## config.mk

```make
export PLATFORM = sky130hd
export DESIGN_NAME = alu_status_unit
export DESIGN_NICKNAME = d
export VERILOG_FILES = /design/src/rtl/alu_status_pkg.sv /design/src/rtl/alu_op_decode.sv /design/src/rtl/alu_datapath.sv /design/src/rtl/status_flag_reg.sv /design/src/rtl/alu_status_unit.sv
export SDC_FILE = /design/constraint.sdc
export NUM_CORES = 1
export LEC_CHECK = 0
export ABC_AREA = 0
export BUFFER_PORTS_ARGS = -buffer_cell sky130_fd_sc_hd__clkbuf_2
export CELL_PAD_IN_SITES_DETAIL_PLACEMENT = 0
export CELL_PAD_IN_SITES_GLOBAL_PLACEMENT = 1
export CORE_MARGIN = 5
export CORE_UTILIZATION = 35
export CTS_CLUSTER_DIAMETER = 40
export CTS_CLUSTER_SIZE = 28
export DETAILED_ROUTE_END_ITERATION = 8
export PLACE_DENSITY_LB_ADDON = 0.1
export SLEW_MARGIN = 10
export SYNTH_ARGS = -nofsm -noshare
export SYNTH_HDL_FRONTEND = slang
export SYNTH_SLANG_ARGS = --single-unit
```

## constraint.sdc

```tcl
create_clock -name clk -period 9.9 [get_ports clk]
set_input_delay 1.98 -clock clk [delete_from_list [all_inputs] [get_ports clk]]
set_output_delay 1.98 -clock clk [all_outputs]
set_load 0.005 [all_outputs]
```

## src/rtl/alu_status_pkg.sv

```systemverilog
package alu_status_pkg;

  typedef enum logic [3:0] {
    OP_ADD  = 4'd0,
    OP_SUB  = 4'd1,
    OP_AND  = 4'd2,
    OP_OR   = 4'd3,
    OP_XOR  = 4'd4,
    OP_NOTA = 4'd5,
    OP_SHL  = 4'd6,
    OP_SHR  = 4'd7,
    OP_PASS = 4'd8
  } aluOp_e;

  typedef enum logic [2:0] {
    SRC_ZERO,
    SRC_ADDER,
    SRC_LOGIC,
    SRC_SHIFT,
    SRC_PASS
  } resSrc_e;

  typedef enum logic [1:0] {
    LF_AND,
    LF_OR,
    LF_XOR,
    LF_NOT
  } logicFn_e;

  // strobes from decode to datapath
  typedef struct packed {
    resSrc_e  src;
    logic     invertB;
    logicFn_e logicFn;
    logic     shiftLeft;
  } aluCtrl_t;

  // bit 3..0 = overflow, negative, carry, zero
  typedef struct packed {
    logic overflow;
    logic negative;
    logic carry;
    logic zero;
  } aluFlags_t;

endpackage

```

## src/rtl/alu_op_decode.sv

```systemverilog
module alu_op_decode
  import alu_status_pkg::*;
(
  input  logic [3:0] opSel,
  output aluCtrl_t   ctrl
);

  always_comb begin
    ctrl.src       = SRC_ZERO;
    ctrl.invertB   = 1'b0;
    ctrl.logicFn   = LF_AND;
    ctrl.shiftLeft = 1'b0;
    case (opSel)
      OP_ADD:  ctrl.src = SRC_ADDER;
      OP_SUB:  begin ctrl.src = SRC_ADDER; ctrl.invertB = 1'b1; end
      OP_AND:  begin ctrl.src = SRC_LOGIC; ctrl.logicFn = LF_AND; end
      OP_OR:   begin ctrl.src = SRC_LOGIC; ctrl.logicFn = LF_OR;  end
      OP_XOR:  begin ctrl.src = SRC_LOGIC; ctrl.logicFn = LF_XOR; end
      OP_NOTA: begin ctrl.src = SRC_LOGIC; ctrl.logicFn = LF_NOT; end
      OP_SHL:  begin ctrl.src = SRC_SHIFT; ctrl.shiftLeft = 1'b1; end
      OP_SHR:  ctrl.src = SRC_SHIFT;
      OP_PASS: ctrl.src = SRC_PASS;
      default: ctrl.src = SRC_ZERO;
    endcase
  end

endmodule

```

## src/rtl/alu_datapath.sv

```systemverilog
module alu_datapath
  import alu_status_pkg::*;
#(
  parameter int WIDTH = 8
) (
  input  logic [WIDTH-1:0] opA,
  input  logic [WIDTH-1:0] opB,
  input  aluCtrl_t         ctrl,
  output logic [WIDTH-1:0] result,
  output aluFlags_t        flags
);

  localparam int MSB = WIDTH - 1;

  logic [WIDTH-1:0] addB;
  logic [WIDTH:0]   sum;
  logic             carryOut;
  logic             ovfOut;

  // shared adder: subtract = A + ~B + 1
  assign addB = ctrl.invertB ? ~opB : opB;
  assign sum  = {1'b0, opA} + {1'b0, addB} + {{WIDTH{1'b0}}, ctrl.invertB};

  always_comb begin
    result   = '0;
    carryOut = 1'b0;
    ovfOut   = 1'b0;
    case (ctrl.src)
      SRC_ADDER: begin
        result   = sum[MSB:0];
        carryOut = sum[WIDTH];
        ovfOut   = (opA[MSB] == addB[MSB]) && (sum[MSB] != opA[MSB]);
      end
      SRC_LOGIC: begin
        case (ctrl.logicFn)
          LF_AND:  result = opA & opB;
          LF_OR:   result = opA | opB;
          LF_XOR:  result = opA ^ opB;
          default: result = ~opA;
        endcase
      end
      SRC_SHIFT: begin
        if (ctrl.shiftLeft) {carryOut, result} = {opA, 1'b0};
        else                {result, carryOut} = {1'b0, opA};
      end
      SRC_PASS: result = opB;
      default:  result = '0;
    endcase
  end

  assign flags.zero     = (result == '0);
  assign flags.negative = result[MSB];
  assign flags.carry    = carryOut;
  assign flags.overflow = ovfOut;

endmodule

```

## src/rtl/status_flag_reg.sv

```systemverilog
module status_flag_reg
  import alu_status_pkg::*;
(
  input  logic      clk,
  input  logic      rst,
  input  logic      flagWrEn,
  input  aluFlags_t liveFlags,
  output aluFlags_t heldFlags
);

  always_ff @(posedge clk) begin
    if (rst)           heldFlags <= '0;
    else if (flagWrEn) heldFlags <= liveFlags;
  end

  p_capture_r7: assert property (@(posedge clk) disable iff (rst)
    flagWrEn |=> heldFlags == $past(liveFlags))
    else $error("R7 capture mismatch");

  p_hold_r8: assert property (@(posedge clk) disable iff (rst)
    !flagWrEn |=> heldFlags == $past(heldFlags))
    else $error("R8 held flags changed");

  p_reset_r9: assert property (@(posedge clk)
    rst |=> heldFlags == '0)
    else $error("R9 reset did not clear");

endmodule

```

## src/rtl/alu_status_unit.sv

```systemverilog
module alu_status_unit
  import alu_status_pkg::*;
#(
  parameter int WIDTH = 8
) (
  input  logic             clk,
  input  logic             rst,
  input  logic [WIDTH-1:0] opA,
  input  logic [WIDTH-1:0] opB,
  input  logic [3:0]       opSel,
  input  logic             flagWrEn,
  output logic [WIDTH-1:0] result,
  output logic [3:0]       liveFlags,
  output logic [3:0]       heldFlags
);

  aluCtrl_t  ctrl;
  aluFlags_t liveF;
  aluFlags_t heldF;

  alu_op_decode i_decode (
    .opSel (opSel),
    .ctrl  (ctrl)
  );

  alu_datapath #(.WIDTH(WIDTH)) i_datapath (
    .opA    (opA),
    .opB    (opB),
    .ctrl   (ctrl),
    .result (result),
    .flags  (liveF)
  );

  status_flag_reg i_flags (
    .clk       (clk),
    .rst       (rst),
    .flagWrEn  (flagWrEn),
    .liveFlags (liveF),
    .heldFlags (heldF)
  );

  assign liveFlags = liveF;
  assign heldFlags = heldF;

  p_add_sum_r1: assert property (@(posedge clk) disable iff (rst)
    (opSel == OP_ADD) |-> {liveF.carry, result} == ({1'b0, opA} + {1'b0, opB}))
    else $error("R1 add mismatch");

  p_sub_carry_r2: assert property (@(posedge clk) disable iff (rst)
    (opSel == OP_SUB) |-> liveF.carry == (opA >= opB))
    else $error("R2 borrow sense wrong");

  p_logic_flags_r3: assert property (@(posedge clk) disable iff (rst)
    (opSel >= OP_AND && opSel <= OP_NOTA) |-> !liveF.carry && !liveF.overflow)
    else $error("R3 logic op set C or V");

endmodule

```

==> qor.txt, run 1 <==
Layout Cells excl Fill = 282
Post-Syn Area = 1570 µm²
Filler instances = 462
GRT Total Usage = 15.91%
CP endpoint kind = output pin
Vias per cell = 5.560
H-tree depth = 1
PortBufs = 38
Clk Latency, worst-skew pair = 0.22 ns
WS Path Type = input port to output pin
Post-synth top area cell = ha_1
CP Max Fanout = 34
Main area contributors after synthesis = ha_1 (21%), inv_1 (6.0%), nand2_1 (5.5%)
Per-cell routed wire length = 16.44 µm
XOR/XNOR share of the synthesized area = 6.135%
Total grt overflow = 0
Placed Area = 1740 µm²
Worst EP arrival = 5.37 ns
Met3 usage = 2.225%
Fin crit share = 74.24%
R2R cell count = 2
Yosys top cell area share = 20.72%
Yosys Warn Count = 0
Sequential-to-total area share from yosys stat = 5.100%
Ant diodes = 0
Proportion of synthesized area in mux cells = 8.207%
Final setup viols = 0
Clock buffer depth = 2
Peak supply drop = 26.73 µV
Fin. Hold Viols = 0
Postcts setup bufs = 0
Std-Cell Rows = 24
Synth unique cells = 56
Status = completed
Post-synthesis register bit count = 4
Max-Cap Viols = 0
CTS resizes = 0
DR vias = 1568
Most common cell after layout, fill and taps aside = clkbuf_2
Startpoint class of the critical path = input port
Core Box Area = 4354 µm²
Num ports = 39
Regs by FF count = i_flags.heldFlags: 4 flops
Worst slew pin tran = 0.9995 ns
Mapped Cells = 198
Main combinational cell family by area after synthesis = compound AO/OA/AOI/OAI gates
Leakage = 0.8738 nW
Drt first-iter violations = 85
Minimum clock period = 7.350 ns
First-pass iteration count of the detailed router = 5
Clk pin slew, worst setup/hold paths = 0.03 ns
Hold Crit Depth = 2
Initial antenna violation count = 0
Max FFs per register = 4
Global-route wire length before repair = 7.824 mm
Routability cong. = 0.8692
Required time of the worst setup path = 7.92 ns
Final nets = 282
Largest net degree at the start of global routing = 35
Most frequent cells in the layout = clkbuf_2 (38), ha_1 (26), inv_1 (25), nand2_1 (23), o21ai_0 (16)
Share of cells above drive strength 1 = 25.65%
Fin area = 1782 µm²
Clk_skew = 0 ns
Avg Cell Area, Syn = 7.931 µm²
Final HPWL DP = 3.894 mm
RSZ-0062 raised after global routing = no
Synth Area in Compound Gates = 24.86%
Final core utilization = 40.92%
Placed cell count = 279
Worst slew margin = 33.07%
Die area = 5926 µm²
Wirelength, routed = 4.637 mm
WHS = 0.4557 ns
Most flop-heavy register = i_flags.heldFlags
Fin. max-slew vios = 0
Initial Utilization = 36.06%
Simple-gate share of the synthesized area = 20.96%
Fmax achieved = 0.1361 GHz
Top_reg_cell synth = dfxtp_1
Syn_nets = 248
Met2 usage = 27.25%
Adder-cell share of the synthesized area = 21.99%
Power per Cell Area = 74.72 nW/µm²
Met1 usage = 19.46%
Die Y = 76.98 µm
CTS Buf Count = 3
Hold_buf cts = 0
DRT antenna net count = 0
Sink Count = 4
Post-synth EDFFs = 0
Root buffer selected by CTS = clkbuf_8
Die X = 76.98 µm
Setup tns final = 0 ns
Synth-to-layout area growth = 13.47%
Layer with the highest usage = met2
Hold Path Class = register to register
CTS tree = yes
Vias in the first global route = 1643
Asr flop ratio synth = 0%
Residual DRC count = 0
==> cell usage after synthesis, types with 3 or more instances <==
library cell,count
inv_1,25
a21oi_1,11
mux2_2,3
dfxtp_1,4
a211oi_1,3
ha_1,26
xnor2_1,9
buf_6,4
nand2b_1,4
a222oi_1,3
nand3_1,6
nand2_1,23
o21ai_0,16
nor2_1,7
buf_4,4
==> routing by layer <==
metal	vias up	share of wire, %
met5	-	0
met4	0	3.2
met3	13	4.4
met2	58	49
met1	713	43
li1	784	-
==> path summary, 6_finish.rpt <==
kind                                                   startpoint                                 to  slack, ns
worst max-delay path                                     opSel[0]                       liveFlags[0]       2.55
worst min-delay path            i_flags.heldFlags[3]$_SDFFE_PP0P_  i_flags.heldFlags[3]$_SDFFE_PP0P_       0.46
worst max register to register  i_flags.heldFlags[2]$_SDFFE_PP0P_  i_flags.heldFlags[2]$_SDFFE_PP0P_       9.10
worst min register to register  i_flags.heldFlags[3]$_SDFFE_PP0P_  i_flags.heldFlags[3]$_SDFFE_PP0P_       0.46
==> kinds of logic after synthesis <==
group	Yosys count
AO/OA/AOI/OAI	54
flip-flops	4
XOR/XNOR	11
AND/OR/NAND/NOR	58
buffers and inverters	36
adder cells (fa/ha/maj)	27
multiplexers	8
==> power by group <==
part           switching (mW)  internal, mW
Sequential           0.000334        0.0171
Clock                 0.00866        0.0259
Combinational          0.0470        0.0341
==> critical path, stage by stage <==
cell,delay (ns)
clkbuf_2,0.49
nor4b_2,0.32
buf_4,0.25
xnor2_1,0.17
inv_1,0.09
fa_1,0.42
nand2b_1,0.18
a21oi_1,0.17
o21ai_0,0.16
and4_1,0.24
nor4_1,0.25
o211ai_1,0.19
nor4_2,0.30
clkbuf_2,0.16
==> final cells by class <==
class                           count  area, µm²  share of cell area (%)
Inverter                           25      93.84                   5.267
Sequential cell                     4      80.08                   4.494
Timing Repair Buffer               40      205.2                   11.52
Clock buffer                        3      41.29                   2.317
Tap cell                           52      65.06                   3.652
Multi-Input combinational cell    158       1296                   72.75
==> per-stage QoR <==
| stage | setup WS [ns] | power (mW) |
|---|---|---|
| global placement | 2.676 | 0.09734 |
| global route | 2.178 | 0.1466 |
| floorplan | 3.435 | 0.07419 |
| finish | 2.550 | 0.1331 |
| detailed placement | 2.551 | 0.09886 |
| CTS | 2.541 | 0.1348 |
(Power assumes the default switching activity.)
==> run 2: changes to the inputs <==
- clock period: 9.9 -> 7.2 ns (I/O delays scaled with it)
==> run 2 against run 1 <==
Net effect:
- core utilization is 0.34 points higher
- hold slack better by 0.012 ns
- cell count is 0.71% higher
- highest routed layer unchanged
- critical path depth is 1 lower
- first-iteration DRC count is 12% higher
- sequential power is 38% higher
- clock skew stayed put
- combinational power is 37% higher
==> qor.txt, run 2 (synthesis gave the netlist of run 1 again) <==
Peak supply drop = 29.38 µV
Leakage = 0.8839 nW
Required time of the worst setup path = 5.76 ns
Fin. max-slew vios = 0
Startpoint class of the critical path = input port
Routability cong. = 0.8311
Status = completed
CTS Buf Count = 3
GRT Total Usage = 16.16%
Total grt overflow = 0
Most frequent cells in the layout = clkbuf_2 (38), ha_1 (26), inv_1 (25), nand2_1 (23), o21ai_0 (16)
Worst slew margin = 48.59%
Die Y = 76.98 µm
Clk pin slew, worst setup/hold paths = 0.03 ns
Ant diodes = 0
Hold_buf cts = 0
Worst slew pin tran = 0.7692 ns
Die X = 76.98 µm
DR vias = 1552
Final setup viols = 0
Largest net degree at the start of global routing = 34
Per-cell routed wire length = 16.10 µm
Fmax achieved = 0.1634 GHz
Final nets = 284
Power per Cell Area = 102.2 nW/µm²
Worst EP arrival = 4.68 ns
Slowest CP cell = nor4b_2
Final HPWL DP = 3.868 mm
Regs by FF count = i_flags.heldFlags: 4 flops
CP endpoint kind = output pin
Layout Cells excl Fill = 284
WS Path Type = input port to output pin
Num ports = 39
Initial antenna violation count = 0
Most common cell after layout, fill and taps aside = clkbuf_2
RSZ-0062 raised after global routing = no
Root buffer selected by CTS = clkbuf_8
Die area = 5926 µm²
Share of cells above drive strength 1 = 26.29%
Vias per cell = 5.465
Clock buffer depth = 2
Synth-to-layout area growth = 14.42%
Buf/Inv on CP = 3
Core Box Area = 4354 µm²
Std-Cell Rows = 24
Max-Cap Viols = 0
Hold Path Class = register to register
Most flop-heavy register = i_flags.heldFlags
PortBufs = 38
Dpl ws = 1.064 ns
Placed cell count = 281
First-pass iteration count of the detailed router = 4
Sink Count = 4
Postcts setup bufs = 0
Clk_skew = 0 ns
Clk Latency, worst-skew pair = 0.22 ns
Setup tns final = 0 ns
Global-route wire length before repair = 7.921 mm
Fin crit share = 84.98%
Crit path cell chain = clkbuf_2 > nor4b_2 > xnor2_1 > inv_1 > fa_1 > nand2b_1 > a21oi_1 > o21ai_0 > and4_1 > nor4_1 > o211ai_1 > nor4_2 > clkbuf_2
DRT antenna net count = 0
Minimum clock period = 6.118 ns
CTS resizes = 0
Drt first-iter violations = 95
CP top delay family = simple AND/OR/NAND/NOR gates
Fin. Hold Viols = 0
H-tree depth = 1
PnR worst setup slack = 1.082 ns
CP Max Fanout = 8
Residual DRC count = 0
Wirelength, routed = 4.573 mm
Initial Utilization = 36.06%
Vias in the first global route = 1627
CTS tree = yes
Cell repeated most along the worst path = clkbuf_2
Max FFs per register = 4
CP peak stage delay = 0.72 ns
## run 2: final timing paths
| path | start | depth (start not counted) | to | slack (ns) |
|---|---|---|---|---|
| worst max register to register | i_flags.heldFlags[2]$_SDFFE_PP0P_ | 2 | i_flags.heldFlags[2]$_SDFFE_PP0P_ | 6.39 |
| worst min-delay path | i_flags.heldFlags[3]$_SDFFE_PP0P_ | 2 | i_flags.heldFlags[3]$_SDFFE_PP0P_ | 0.47 |
| worst min register to register | i_flags.heldFlags[3]$_SDFFE_PP0P_ | 2 | i_flags.heldFlags[3]$_SDFFE_PP0P_ | 0.47 |
| worst max-delay path | opSel[1] | 13 | liveFlags[0] | 1.08 |
## run 2: tightest hold or removal path, delay by kind of cell, from the launching register on
family,cells,cell delay (ns)
and+or+nand+nor,1,0.06
DFF,1,0.30
AOI/OAI and AO/OA,1,0.05
## run 2: through the flow
step / power [mW] / area, µm² / util, % / hold slack (ns)
3_5_place_dp: 0.1359 / 1755 / 40.32 / 0.4624
4_1_cts: 0.1861 / 1797 / 41.26 / 0.4681
3_3_place_gp: 0.1340 / 1755 / 40.32 / 0.4537
2_1_floorplan: 0.1020 / 1570 / - / 0.4539
6_report: 0.1837 / 1797 / 41.26 / 0.4675
5_1_grt: 0.2025 / 1797 / 41.26 / 0.5154
## run 2: power by group
part | switching (mW) | total, mW | leakage, nW | internal (mW)
logic | 0.0638 | 0.111 | 0.830 | 0.0473
clock network | 0.0128 | 0.0486 | 0.0216 | 0.0358
registers | 0.000488 | 0.0240 | 0.0327 | 0.0235
total | 0.0771 | 0.184 | 0.884 | 0.107
## run 2: final cells by class
cell class                      instances  area [µm²]
Clock buffer                            3       41.29
Inverter                               25       93.84
Tap cell                               52       65.06
Multi-Input combinational cell        158        1296
Fill cell                             461        2557
Timing Repair Buffer                   42       220.2
Sequential cell                         4       80.08
## run 2: metal layers
layer,part of all wire (%),GRT usage [%],vias to the layer above
met2,53,29.12,39
li1,-,-,778
met5,0,0,-
met1,42,19.56,731
met4,1.2,5.326,0
met3,4.5,2.108,4
==> run 3: changes to the inputs <==
- clock period: 7.2 -> 5.8 ns (I/O delays scaled with it)
==> run 3 against run 2 <==
Net effect:
- combinational power is 24% higher
- sequential power is 24% higher
- hold slack better by 0.0020 ns
- critical path type unchanged
==> qor.txt, run 3 (synthesis gave the netlist of run 1 again) <==
Synth-to-layout area growth = 14.90%
Drt first-iter violations = 59
Buf/Inv on CP = 3
Slowest CP cell = nor4b_2
Max FFs per register = 4
Final HPWL DP = 3.851 mm
CP endpoint kind = output pin
CTS Buf Count = 3
Die Y = 76.98 µm
Final core utilization = 41.44%
Wirelength, routed = 4.542 mm
Vias in the first global route = 1693
Fin crit share = 92.00%
Tot Pwr = 0.2258 mW
Residual DRC count = 0
Clk_skew = 0 ns
Hold_buf cts = 0
Total grt overflow = 0
Placed cell count = 282
Clock buffer depth = 2
Sink Count = 4
Core Box Area = 4354 µm²
CTS resizes = 0
CP top delay family = simple AND/OR/NAND/NOR gates
Filler instances = 464
Fin. max-slew vios = 0
WS Path Type = input port to output pin
Fin. Hold Viols = 0
Die area = 5926 µm²
Final setup viols = 0
Cell repeated most along the worst path = clkbuf_2
Minimum clock period = 5.336 ns
CTS tree = yes
Worst slew pin tran = 0.8137 ns
Layout Cells excl Fill = 285
Num ports = 39
Ant diodes = 0
Final nets = 285
Share of cells above drive strength 1 = 26.61%
RSZ-0062 raised after global routing = no
Vias per cell = 5.407
Clk pin slew, worst setup/hold paths = 0.03 ns
Reg area = 80.08 µm²
Initial Utilization = 36.06%
GRT Total Usage = 15.72%
Root buffer selected by CTS = clkbuf_8
CP peak stage delay = 0.50 ns
Most common cell after layout, fill and taps aside = clkbuf_2
Routability cong. = 0.8329
PortBufs = 38
DR vias = 1541
Startpoint class of the critical path = input port
Largest net degree at the start of global routing = 34
Multi-input gate area in the final layout = 1296 µm²
Initial antenna violation count = 0
Std-Cell Rows = 24
Die X = 76.98 µm
Power per Cell Area = 125.1 nW/µm²
Global-route wire length before repair = 7.797 mm
Clk Latency, worst-skew pair = 0.21 ns
Most frequent cells in the layout = clkbuf_2 (38), ha_1 (26), inv_1 (25), nand2_1 (23), o21ai_0 (16)
Hold Path Class = register to register
Regs by FF count = i_flags.heldFlags: 4 flops
Worst slew margin = 45.07%
Most flop-heavy register = i_flags.heldFlags
CP Max Fanout = 8
H-tree depth = 1
Fmax achieved = 0.1874 GHz
DRT antenna net count = 0
First-pass iteration count of the detailed router = 4
Peak supply drop = 43.16 µV
Postcts setup bufs = 0
Leakage = 0.8893 nW
Setup tns final = 0 ns
Required time of the worst setup path = 4.64 ns
Status = completed
Max-Cap Viols = 0
Worst EP arrival = 4.18 ns
Crit path cell chain = clkbuf_2 > nor4b_2 > xnor2_1 > inv_1 > fa_1 > nand2b_1 > a21oi_1 > o21ai_0 > and4_1 > nor4_1 > o211ai_1 > nor4_2 > clkbuf_2
Per-cell routed wire length = 15.94 µm
run 3: routing by layer:
metal,GRT usage (%),vias up,routed length (µm)
li1,-,781,-
met1,19.14,717,1937
met2,27.76,39,2333
met3,1.756,4,209
met4,6.529,0,61
met5,0,-,0
run 3: cell type report:
type,count,share of cell area (%)
inverters,25,5.201
repair buffers,43,12.62
well taps,52,3.606
flip-flops and latches,4,4.438
multi-input cells,158,71.84
clock buffers,3,2.288
run 3: worst paths after layout:
check,from,to,slack [ns],cells past startpoint
max,opSel[1],liveFlags[0],0.46,13
min,i_flags.heldFlags[3]$_SDFFE_PP0P_,i_flags.heldFlags[3]$_SDFFE_PP0P_,0.47,2
max reg2reg,i_flags.heldFlags[2]$_SDFFE_PP0P_,i_flags.heldFlags[2]$_SDFFE_PP0P_,4.98,2
min reg2reg,i_flags.heldFlags[3]$_SDFFE_PP0P_,i_flags.heldFlags[3]$_SDFFE_PP0P_,0.47,2
run 3: where the power goes:
group          switching (mW)  internal (mW)  total (mW)
Combinational          0.0788         0.0593       0.138
Sequential           0.000659         0.0292      0.0298
Clock                  0.0137         0.0442      0.0579
run 3: worst reg2reg max path: cells and delay by family, from the launching register on:
family          cells  cell delay, ns
compound gates      1            0.12
simple gates        1            0.29
flops               1            0.30
run 3: metrics by stage:
| step | setup WS, ns | hold slack (ns) | area [µm²] |
|---|---|---|---|
| 2_1_floorplan | 0.9750 | 0.4539 | 1570 |
| 3_3_place_gp | 0.5671 | 0.4534 | 1763 |
| 6_report | 0.4642 | 0.4695 | 1804 |
| 5_1_grt | 0.1700 | 0.4963 | 1804 |
| 4_1_cts | 0.4352 | 0.4737 | 1804 |
| 3_5_place_dp | 0.4470 | 0.4683 | 1763 |
